==> config.mk <==
export PLATFORM = sky130hd
export DESIGN_NAME = mmio_port_router
export DESIGN_NICKNAME = d
export VERILOG_FILES = /design/src/rtl/mmio_rt_pkg.sv /design/src/rtl/rt_regfile.sv /design/src/rtl/rt_window_match.sv /design/src/rtl/rt_dist_slicer.sv /design/src/rtl/mmio_port_router.sv
export SDC_FILE = /design/constraint.sdc
export NUM_CORES = 1
export LEC_CHECK = 0
export BUFFER_PORTS_ARGS = -buffer_cell sky130_fd_sc_hd__buf_2
export CAP_MARGIN = 10
export CORE_ASPECT_RATIO = 1.2
export CORE_MARGIN = 2
export CORE_UTILIZATION = 35
export CTS_BUF_LIST = sky130_fd_sc_hd__clkbuf_4 sky130_fd_sc_hd__clkbuf_8
export DETAILED_ROUTE_END_ITERATION = 10
export GPL_TIMING_DRIVEN = 0
export PLACE_DENSITY_LB_ADDON = 0.2
export SYNTH_ARGS = -nofsm -noshare
export SYNTH_HDL_FRONTEND = slang
export SYNTH_SLANG_ARGS = --single-unit
==> constraint.sdc <==
create_clock -name clk_i -period 12.6 [get_ports clk_i]
set_input_delay 0.63 -clock clk_i [delete_from_list [all_inputs] [get_ports clk_i]]
set_output_delay 0.63 -clock clk_i [all_outputs]
set_load 0.1 [all_outputs]
==> src/rtl/mmio_rt_pkg.sv <==
package mmio_rt_pkg;
  localparam int unsigned REG_AW     = 12;
  localparam int unsigned DIR_OFS0   = 'h300;
  localparam int unsigned DIR_STRIDE = 'h18;
  localparam int unsigned DIST_OFS   = 'h360;
  localparam int unsigned FLD_STRIDE = 'h08;

  // fld: 0 base, 1 mask, 2 route
  function automatic logic [REG_AW-1:0] dir_ofs(input int unsigned idx, input int unsigned fld);
    return REG_AW'(DIR_OFS0 + idx * DIR_STRIDE + fld * FLD_STRIDE);
  endfunction

  function automatic logic [REG_AW-1:0] dist_ofs(input int unsigned fld);
    return REG_AW'(DIST_OFS + fld * FLD_STRIDE);
  endfunction
endpackage

==> src/rtl/rt_regfile.sv <==
module rt_regfile
  import mmio_rt_pkg::*;
#(
  parameter int unsigned AW      = 32,
  parameter int unsigned NUM_DIR = 4,
  parameter int unsigned PORT_W  = 3
) (
  input  logic                              clk_i,
  input  logic                              rst_ni,
  input  logic                              we_i,
  input  logic [REG_AW-1:0]                 addr_i,
  input  logic [AW-1:0]                     wdata_i,
  output logic [AW-1:0]                     rdata_o,
  output logic [NUM_DIR-1:0][AW-1:0]        dir_base_o,
  output logic [NUM_DIR-1:0][AW-1:0]        dir_mask_o,
  output logic [NUM_DIR-1:0][PORT_W-1:0]    dir_route_o,
  output logic [AW-1:0]                     dist_base_o,
  output logic [AW-1:0]                     dist_mask_o
);
  localparam int unsigned NFLD = 3;

  logic [NUM_DIR-1:0][NFLD-1:0][AW-1:0] dir_q;
  logic [NFLD-1:0][AW-1:0]              dist_q;

  always_ff @(posedge clk_i or negedge rst_ni) begin
    if (!rst_ni) begin
      dir_q  <= '0;
      dist_q <= '0;
    end else if (we_i) begin
      for (int i = 0; i < NUM_DIR; i++)
        for (int f = 0; f < NFLD; f++)
          if (addr_i == dir_ofs(i, f)) dir_q[i][f] <= wdata_i;
      for (int f = 0; f < NFLD; f++)
        if (addr_i == dist_ofs(f)) dist_q[f] <= wdata_i;
    end
  end

  always_comb begin
    rdata_o = '0;
    for (int i = 0; i < NUM_DIR; i++)
      for (int f = 0; f < NFLD; f++)
        if (addr_i == dir_ofs(i, f)) rdata_o = dir_q[i][f];
    for (int f = 0; f < NFLD; f++)
      if (addr_i == dist_ofs(f)) rdata_o = dist_q[f];
  end

  for (genvar g = 0; g < NUM_DIR; g++) begin : g_out
    assign dir_base_o[g]  = dir_q[g][0];
    assign dir_mask_o[g]  = dir_q[g][1];
    assign dir_route_o[g] = dir_q[g][2][PORT_W-1:0];
  end
  assign dist_base_o = dist_q[0];
  assign dist_mask_o = dist_q[1];


  wr_rd_back_chk: assert property (@(posedge clk_i) disable iff (!rst_ni)
    (we_i && addr_i == dist_ofs(2)) |=>
      (addr_i != dist_ofs(2) || rdata_o == $past(wdata_i)));
endmodule

==> src/rtl/rt_window_match.sv <==
module rt_window_match #(
  parameter int unsigned AW = 32
) (
  input  logic [AW-1:0] addr_i,
  input  logic [AW-1:0] base_i,
  input  logic [AW-1:0] mask_i,
  output logic          hit_o
);
  logic [AW-1:0] start;
  assign start = {base_i[AW-1:1], 1'b0};
  assign hit_o = base_i[0] && ((addr_i & mask_i) == (start & mask_i));
endmodule

==> src/rtl/rt_dist_slicer.sv <==
module rt_dist_slicer #(
  parameter int unsigned AW     = 32,
  parameter int unsigned PORT_W = 3
) (
  input  logic [AW-1:0]     addr_i,
  input  logic [AW-1:0]     base_i,
  input  logic [AW-1:0]     mask_i,
  output logic [PORT_W-1:0] idx_o
);
  localparam int unsigned NPORT = 1 << PORT_W;
  localparam int unsigned XW    = AW + PORT_W;

  logic [AW-1:0] start, offset, span, slice_m1;
  logic [XW-1:0] step_x, off_x;

  assign start    = {base_i[AW-1:1], 1'b0};
  assign offset   = base_i[0] ? (addr_i - start) : '0;
  assign span     = ~mask_i;
  assign slice_m1 = span / AW'(NPORT);
  assign step_x   = XW'(slice_m1) + XW'(1);
  assign off_x    = XW'(offset);

  // Slice index = number of slice boundaries at or below the offset; last slice absorbs the rest.
  always_comb begin
    idx_o = '0;
    for (int r = 1; r < NPORT; r++)
      if (off_x >= step_x * XW'(r)) idx_o = idx_o + PORT_W'(1);
  end
endmodule

==> src/rtl/mmio_port_router.sv <==
module mmio_port_router
  import mmio_rt_pkg::*;
#(
  parameter int unsigned AW      = 32,
  parameter int unsigned NUM_DIR = 4,
  parameter int unsigned PORT_W  = 3
) (
  input  logic              clk_i,
  input  logic              rst_ni,
  input  logic              reg_we_i,
  input  logic [REG_AW-1:0] reg_addr_i,
  input  logic [AW-1:0]     reg_wdata_i,
  output logic [AW-1:0]     reg_rdata_o,
  input  logic              req_valid_i,
  output logic              req_ready_o,
  input  logic [AW-1:0]     req_addr_i,
  output logic              rsp_valid_o,
  output logic              rsp_hit_o,
  output logic              rsp_miss_o,
  output logic [PORT_W-1:0] rsp_port_o
);
  logic [NUM_DIR-1:0][AW-1:0]     dir_base, dir_mask;
  logic [NUM_DIR-1:0][PORT_W-1:0] dir_route;
  logic [AW-1:0]                  dist_base, dist_mask;
  logic [NUM_DIR-1:0]             dir_hit;
  logic                           dist_hit, dir_any;
  logic [PORT_W-1:0]              dir_port, slice_idx, nxt_port;

  rt_regfile #(.AW(AW), .NUM_DIR(NUM_DIR), .PORT_W(PORT_W)) u_regs (
    .clk_i, .rst_ni,
    .we_i        (reg_we_i),
    .addr_i      (reg_addr_i),
    .wdata_i     (reg_wdata_i),
    .rdata_o     (reg_rdata_o),
    .dir_base_o  (dir_base),
    .dir_mask_o  (dir_mask),
    .dir_route_o (dir_route),
    .dist_base_o (dist_base),
    .dist_mask_o (dist_mask)
  );

  for (genvar g = 0; g < NUM_DIR; g++) begin : g_dir
    rt_window_match #(.AW(AW)) u_match (
      .addr_i (req_addr_i),
      .base_i (dir_base[g]),
      .mask_i (dir_mask[g]),
      .hit_o  (dir_hit[g])
    );
  end

  rt_window_match #(.AW(AW)) u_dist_match (
    .addr_i (req_addr_i),
    .base_i (dist_base),
    .mask_i (dist_mask),
    .hit_o  (dist_hit)
  );

  rt_dist_slicer #(.AW(AW), .PORT_W(PORT_W)) u_slicer (
    .addr_i (req_addr_i),
    .base_i (dist_base),
    .mask_i (dist_mask),
    .idx_o  (slice_idx)
  );

  // Scan downward so the lowest matching index is the last to assign.
  always_comb begin
    dir_any  = 1'b0;
    dir_port = '0;
    for (int i = NUM_DIR - 1; i >= 0; i--)
      if (dir_hit[i]) begin
        dir_any  = 1'b1;
        dir_port = dir_route[i];
      end
  end

  assign nxt_port    = dir_any ? dir_port : (dist_hit ? slice_idx : '0);
  assign req_ready_o = 1'b1;

  always_ff @(posedge clk_i or negedge rst_ni) begin
    if (!rst_ni) begin
      rsp_valid_o <= 1'b0;
      rsp_hit_o   <= 1'b0;
      rsp_miss_o  <= 1'b0;
      rsp_port_o  <= '0;
    end else begin
      rsp_valid_o <= req_valid_i;
      if (req_valid_i) begin
        rsp_hit_o  <= dir_any | dist_hit;
        rsp_miss_o <= ~(dir_any | dist_hit);
        rsp_port_o <= nxt_port;
      end
    end
  end

  logic [PORT_W-1:0] route0;
  assign route0 = dir_route[0];


  rsp_follows_req_chk: assert property (@(posedge clk_i) disable iff (!rst_ni)
    req_valid_i |=> rsp_valid_o);


  no_rsp_idle_chk: assert property (@(posedge clk_i) disable iff (!rst_ni)
    !req_valid_i |=> !rsp_valid_o);


  miss_port_zero_chk: assert property (@(posedge clk_i) disable iff (!rst_ni)
    (rsp_valid_o && rsp_miss_o) |-> (rsp_port_o == '0 && !rsp_hit_o));


  dir0_wins_chk: assert property (@(posedge clk_i) disable iff (!rst_ni)
    (req_valid_i && dir_hit[0]) |=> (rsp_hit_o && rsp_port_o == $past(route0)));


  dist_slice_chk: assert property (@(posedge clk_i) disable iff (!rst_ni)
    (req_valid_i && dist_hit && dir_hit == '0) |=> (rsp_hit_o && rsp_port_o == $past(slice_idx)));
endmodule

==> reports/metrics.csv, run 1 <==
stage,metric,value,unit
run_status,outcome,"complete, no violations",
finish,fin_nets,4278,
critical_path,critPathMostFrequentCell,ha_1,
routing,firstDrtPassIters,8,
yosys,syn_area,0.03642,mm^2
critical_path,worst_r2r_startpoint,u_regs.dist_base_o[1],
sta,fmax,92.11,MHz
placed_design,pre_cts_slack,1.071,ns
critical_path,ff2ff_setup_slack,1.86,ns
clock_tree,clk_pin_slew_worst_paths,0.07,ns
clock_tree,cts_setup_buffers,0,
sta,hold_viol,0,
critical_path,cp.required,13.18,ns
yosys,synth.most_common_cell,dfrtp_1,
routing,wirelength,145.4,mm
finish,drive_gt1_frac,0.2107,
floorplan,die-area,0.1067,mm^2
placed_design,placed_cell_area,0.03889,mm^2
floorplan,die_w,298.5,um
power,power_density,90.61,mW/mm^2
finish,ff_latch_area,0.01216,mm^2
floorplan,die_y,357.4,um
floorplan,start_util,0.3531,
routing,drtIter0Drc,2674,
sta,tns,0,ns
routing,drtAntennaViolNets,0,
critical_path,critPathCaptureType,flop,
global_route,antenna_found_initial,12,
yosys,synth_area_leaders,"dfrtp_1 33%, mux2_2 15%, ha_1 11%, xor2_1 5.1%, a22oi_1 2.9%",
critical_path,slowest_stage,or4b_2,
floorplan,fp-row-count,129,
clock_tree,cts-hold-fix-buffers,1,
yosys,synth_top_cells_by_count,"486 x dfrtp_1, 485 x mux2_2, 328 x ha_1, 247 x nand2_1, 210 x xor2_1",
yosys,yosysSeqAreaShare,0.3339,
placed_design,dp_hpwl,115.9,mm
sta,fin_crit,10.86,ns
finish,areaGrowthSynthToFinish,11.24,%
sta,maxSlewHeadroom,0.07648,
yosys,async_reset_ff_frac,1.000,
yosys,yosysUniqueCellTypes,100,
yosys,synth_cells,3655,
global_route,grt_use_total,0.2669,
routing,wl_per_cell,27.44,um
finish,multi_input_area,0.02302,mm^2
global_route,grt_pass1_wl,208.6,mm
clock_tree,htreeDepth,3,
clock_tree,cts_buffers,76,
yosys,synth_top_flop_cell,dfrtp_1,
yosys,avgSynthCellArea,9.964,um^2
hold_path,hold_path_depth,1,
global_route,grt_pass1_vias,30545,
yosys,yosys_register_bits,486,
global_route,grt_overflow,0,
power,p_leak,20.28,nW
clock_tree,cts_resized,0,
clock_tree,clock-root-buffer,clkbuf_8,
yosys,syn-num-nets,4074,
routing,vias,30757,
critical_path,r2r-end,rsp_port_o[2],
floorplan,io_pins,119,
critical_path,cpPeakStageDelay,0.74,ns
sta,setup_ws,1.743,ns
routing,via_per_inst,5.806,
clock_tree,clkSinkCount,486,
routing,drc,0,
hold_path,whs_endpoint,rsp_valid_o,
critical_path,r2r_cells,38,
sta,setup_viol,0,
sta,report.final.slew_viol_count,0,
floorplan,core_area,0.1031,mm^2
power,ir_drop,0.00006066,V
clock_tree,cts_tree,yes,
job,cap_violations,0,
yosys,synth_top_area_frac,0.3339,
sta,grt_setup_unrepaired,no,
critical_path,cp_max_fo,8,
yosys,yosysWarnings,0,
yosys,synth_edf_count,0,
critical_path,arrival,11.44,ns
clock_tree,cts_buffer_depth,3,
finish,final_area,0.04051,mm^2
hold_path,hp-class,in -> reg,
critical_path,cp-start-kind,input pin,
finish,fillers,10382,
sta,finClkSkew,0.03253,ns
hold_path,min_from,req_valid_i,
sta,fin_crit_sh,0.8617,
placed_design,io_buffers,113,
sta,tightest_slew,1.375,ns
critical_path,path_class,in -> reg,
global_route,grt_max_degree,118,
placed_design,gp_congestion,0.9783,
yosys,synth_area_leader_cell,dfrtp_1,
clock_tree,clock_latency,0.70,ns
metal layers:
layer  GRT usage  vias to the layer above  part of all wire  routed length (um)
li1            -                    14002                 -                   -
met1      0.3191                    15420              0.40               58080
met2      0.4653                     1043              0.49               71160
met3     0.02879                      286             0.048                7034
met4      0.1550                        6             0.062                9039
met5           0                        -           0.00025                  37
state kept, by name, indices dropped and copies added (netlist names):
name,flops
rsp_port_o,3
u_regs.dir_base_o,128
rsp_valid_o,1
u_regs.dist_q,32
u_regs.dir_mask_o,128
u_regs.dir_q,116
rsp_hit_o,1
u_regs.dist_base_o,32
rsp_miss_o,1
u_regs.dir_route_o,12
u_regs.dist_mask_o,32
worst max-delay path, delay by kind of cell:
family / cells / cell delay [ns]
simple gates: 11 / 3.11
fa+ha+maj: 7 / 2.27
xor+xnor: 2 / 0.46
mux: 2 / 0.54
buf+inv: 4 / 1.01
compound gates: 14 / 3.37
metrics by stage:
| stage | hold WS [ns] | utilization | instances | power, W |
|---|---|---|---|---|
| floorplan | 0.3344 | - | 3655 | 0.002035 |
| global placement | 0.4709 | 0.3753 | 5143 | 0.002270 |
| detailed placement | 0.4788 | 0.3770 | 5152 | 0.002277 |
| CTS | 0.04443 | 0.3924 | 5287 | 0.003686 |
| global route | 0.06608 | 0.3927 | 5294 | 0.003820 |
| finish | 0.07703 | 0.3928 | 5297 | 0.003671 |
worst max path at each step:
stage                   from  cells past startpoint                     end  slack, ns
3_3_place_gp          rst_ni                      1  u_regs.dir_mask_o[103]       0.31
6_report       req_addr_i[2]                     40           rsp_port_o[2]       1.74
4_1_cts        req_addr_i[2]                     40           rsp_port_o[2]       1.77
5_1_grt        req_addr_i[2]                     40           rsp_port_o[2]       1.17
3_5_place_dp   req_addr_i[2]                     40           rsp_port_o[2]       1.07
2_1_floorplan  req_addr_i[1]                     39           rsp_port_o[2]       3.90
power breakdown:
part,switching [W],internal [W]
clock,0.000668,0.000749
sequential,0.00000688,0.00157
combinational,0.000445,0.000234
total,0.00112,0.00255
logic make-up (layout without fill, tap and decap cells):
logic type / after synthesis / after routing / synth area share
AND/OR/NAND/NOR: 902 / 902 / 0.1258
AO/OA/AOI/OAI: 783 / 783 / 0.1537
multiplexers: 498 / 498 / 0.1539
flip-flops: 486 / 486 / 0.3339
adder cells (fa/ha/maj): 344 / 344 / 0.1201
buffers and inverters: 325 / 585 / 0.03463
XOR/XNOR: 316 / 316 / 0.07778
other: 1 / 8 / 0.0001030
area by class of cell:
type | instances | share of cell area
timing repair buffer | 126 | 0.01862
antenna | 7 | 0.0004324
buffer | 205 | 0.02001
sequential | 486 | 0.3002
multi-input combinational | 2844 | 0.5683
clock inverter | 15 | 0.002347
tap | 1375 | 0.04246
clock buffer | 119 | 0.03657
inverter | 120 | 0.01112
placed cells by master, fill, tap and decap left out, types with 23 or more instances in the layout:
master | Yosys | layout
dfrtp_1 | 486 | 486
nor2b_1 | 32 | 32
nand2_1 | 247 | 247
mux2_2 | 485 | 485
a22o_1 | 31 | 31
xnor2_1 | 99 | 99
clkbuf_8 | 0 | 94
inv_1 | 106 | 106
ha_1 | 328 | 328
nand2b_1 | 38 | 38
and3_1 | 39 | 39
nand3_1 | 145 | 145
a21oi_1 | 128 | 128
a21o_1 | 73 | 73
xor2_1 | 210 | 210
nor4_1 | 34 | 33
nand4_1 | 76 | 76
a211oi_1 | 23 | 23
clkbuf_1 | 126 | 126
a22oi_1 | 140 | 140
buf_2 | 8 | 122
buf_1 | 64 | 64
a221oi_1 | 36 | 36
clkbuf_4 | 0 | 27
o21ai_0 | 118 | 118
a222oi_1 | 29 | 29
nor3_1 | 52 | 50
nor2_1 | 139 | 139
o21a_1 | 41 | 41
Power figures use the tool's default switching activity.
==> run 2: changes to the inputs <==
==> constraint.sdc (replaced) <==
create_clock -name clk_i -period 10.1 [get_ports clk_i]
set_input_delay 0.505 -clock clk_i [delete_from_list [all_inputs] [get_ports clk_i]]
set_output_delay 0.505 -clock clk_i [all_outputs]
set_load 0.1 [all_outputs]
==> run 2 against run 1 <==
- routed wire length about the same
- non-clock buffer count rose by 5
- die area unchanged
- cell count is 0.11% higher
- flip-flop and latch count unchanged
- hold slack improved by 0.074 ns
- largest cell class unchanged
- largest power group unchanged
==> reports/metrics.csv, run 2 (same netlist as run 1, synthesis figures left out) <==
stage,metric,value,unit,change
run_status,outcome,"complete, no violations",,
clock_tree,clock-root-buffer,clkbuf_8,,
placed_design,io_buffers,113,,unchanged
routing,wl_per_cell,27.40,um,-0.14%
global_route,grt_use_total,0.2670,,about the same
routing,via_per_inst,5.798,,-0.14%
floorplan,die_y,357.4,um,unchanged
routing,wirelength,145.3,mm,about the same
finish,ff_latch_area,0.01216,mm^2,about the same
routing,firstDrtPassIters,6,,-2
hold_path,hp-class,in -> reg,,
critical_path,arrival,10.16,ns,-1.28 ns
finish,drive_gt1_frac,0.2191,,+0.008405
critical_path,cp-start-kind,flop,,
clock_tree,cts_tree,yes,,
job,cap_violations,0,,unchanged
floorplan,fp-row-count,129,,unchanged
placed_design,gp_congestion,0.9783,,unchanged
routing,drtIter0Drc,2530,,-5.4%
floorplan,die-area,0.1067,mm^2,unchanged
floorplan,io_pins,119,,unchanged
sta,fmax,104.4,MHz,
routing,drc,0,,unchanged
finish,fin_nets,4283,,+0.12%
sta,report.final.slew_viol_count,0,,unchanged
power,power,0.004589,W,+25%
finish,areaGrowthSynthToFinish,12.01,%,
critical_path,path_class,reg -> reg,,
floorplan,core_area,0.1031,mm^2,unchanged
sta,fin_crit_sh,0.9486,,
global_route,antenna_found_initial,12,,unchanged
floorplan,die_w,298.5,um,unchanged
clock_tree,cts_buffer_depth,3,,unchanged
critical_path,cpPeakStageDelay,0.60,ns,-0.14 ns
global_route,met3_usage,0.02879,,unchanged
sta,tns,0,ns,unchanged
clock_tree,clk_pin_slew_worst_paths,0.07,ns,about the same
global_route,met1_usage,0.3193,,about the same
clock_tree,clkSinkCount,486,,unchanged
sta,grt_setup_unrepaired,no,,
sta,finClkSkew,0.03485,ns,+0.002316 ns
finish,layout_common_cells,"485 x mux2_2, 485 x dfrtp_1, 327 x ha_1, 247 x nand2_1, 204 x xor2_1",,
finish,final_area,0.04079,mm^2,+0.69%
routing,drtAntennaViolNets,0,,unchanged
global_route,grt.met2_usage,0.4653,,unchanged
critical_path,cp.required,10.68,ns,-2.50 ns
floorplan,start_util,0.3531,,unchanged
routing,vias,30749,,-0.026%
clock_tree,clock_latency,0.70,ns,about the same
sta,setup_viol,0,,unchanged
global_route,grt_overflow,0,,unchanged
sta,tightest_slew,1.367,ns,-0.008020 ns
clock_tree,htreeDepth,3,,unchanged
critical_path,ff2ff_setup_slack,0.52,ns,-1.34 ns
sta,setup_ws,0.5194,ns,-1.224 ns
critical_path,slowest_stage,dfrtp_1,,
global_route,grt.busiest_layer,met2,,
global_route,grt_pass1_wl,208.6,mm,about the same
global_route,grt_pass1_vias,30553,,+0.026%
finish,fillers,10354,,-0.27%
finish,utilization,0.3955,,+0.002718
clock_tree,cts_buffers,76,,unchanged
placed_design,placed_cell_area,0.03889,mm^2,unchanged
global_route,grt_max_degree,118,,unchanged
finish,multi_input_area,0.02325,mm^2,+0.99%
placed_design,dp_hpwl,115.9,mm,unchanged
critical_path,critPathCaptureType,flop,,
power,p_leak,20.33,nW,+0.24%
power,ir_drop,0.00007637,V,+26%
sta,fin_crit,9.581,ns,
sta,maxSlewHeadroom,0.08187,,+0.005388
sta,hold_viol,0,,unchanged
power,power_density,112.5,mW/mm^2,+24%
critical_path,cp_max_fo,11,,+3
placed_design,pre_cts_slack,-1.304,ns,-2.375 ns
[run 2: changes by cell type in the layout (fill, tap and decap cells not counted), sizes merged]
cell,previous run,this run
dlygate4sd3,1,2
clkinv,13,12
buf,201,204
diode,7,8
clkinvlp,5,6
clkbuf,248,249
[run 2: report_power, final]
part,switching [W],internal (W)
Clock,0.000830,0.000934
Combinational,0.000562,0.000297
Sequential,0.00000864,0.00196
[run 2: area by class of cell]
| cell class | count | share of cell area |
|---|---|---|
| diodes | 8 | 0.0004907 |
| clock buffers | 119 | 0.03631 |
| flip-flops and latches | 486 | 0.2982 |
| inverters | 120 | 0.01113 |
| multi-input cells | 2844 | 0.5700 |
| plain buffers | 205 | 0.01997 |
| well taps | 1375 | 0.04217 |
| repair buffers | 131 | 0.01948 |
| clock inverters | 15 | 0.002331 |
[run 2: what timing repair did]
item | 4_1_cts | 5_1_grt
cloned | 0 | 0
setup buffers | 0 | 3
resized for setup | 12 | 33
setup endpoints to repair | 3 | 3
hold buffers | 2 | 0
endpoints found under the hold margin | 78 | 0
pin swaps | 0 | 3
[run 2: worst paths after layout]
kind / from / to / cells after the start
setup / recovery: u_regs.dist_mask_o[3] / rsp_port_o[2] / 38
hold / removal: reg_wdata_i[27] / u_regs.dist_base_o[27] / 2
setup reg to reg: u_regs.dist_mask_o[3] / rsp_port_o[2] / 38
hold reg to reg: rsp_hit_o / rsp_hit_o / 1
max in group asynchronous: rst_ni / u_regs.dir_q[264] / 3
min in group asynchronous: rst_ni / u_regs.dir_base_o[23] / 2
[run 2: per-layer routing]
metal,wire [um],vias to the layer above
met3,6881,305
met1,58210,15401
met5,50,-
met2,71010,1037
met4,9161,6
li1,-,14000
[run 2: through the flow]
step           instances  hold WS (ns)
6_report            5303        0.1508
2_1_floorplan       3655        0.2094
3_5_place_dp        5152        0.4788
4_1_cts             5288        0.1168
3_3_place_gp        5143        0.4709
5_1_grt             5299        0.1597
[run 2: critical path: cells and delay by family, from the launching register on]
kind,cells,cell delay [ns]
DFF,1,0.60
xor gates and xnor gates,3,0.90
adders and majority gates,6,1.68
and+or+nand+nor,10,1.53
AOI/OAI and AO/OA,11,2.92
buffers and inverters,6,1.23
muxes,2,0.54
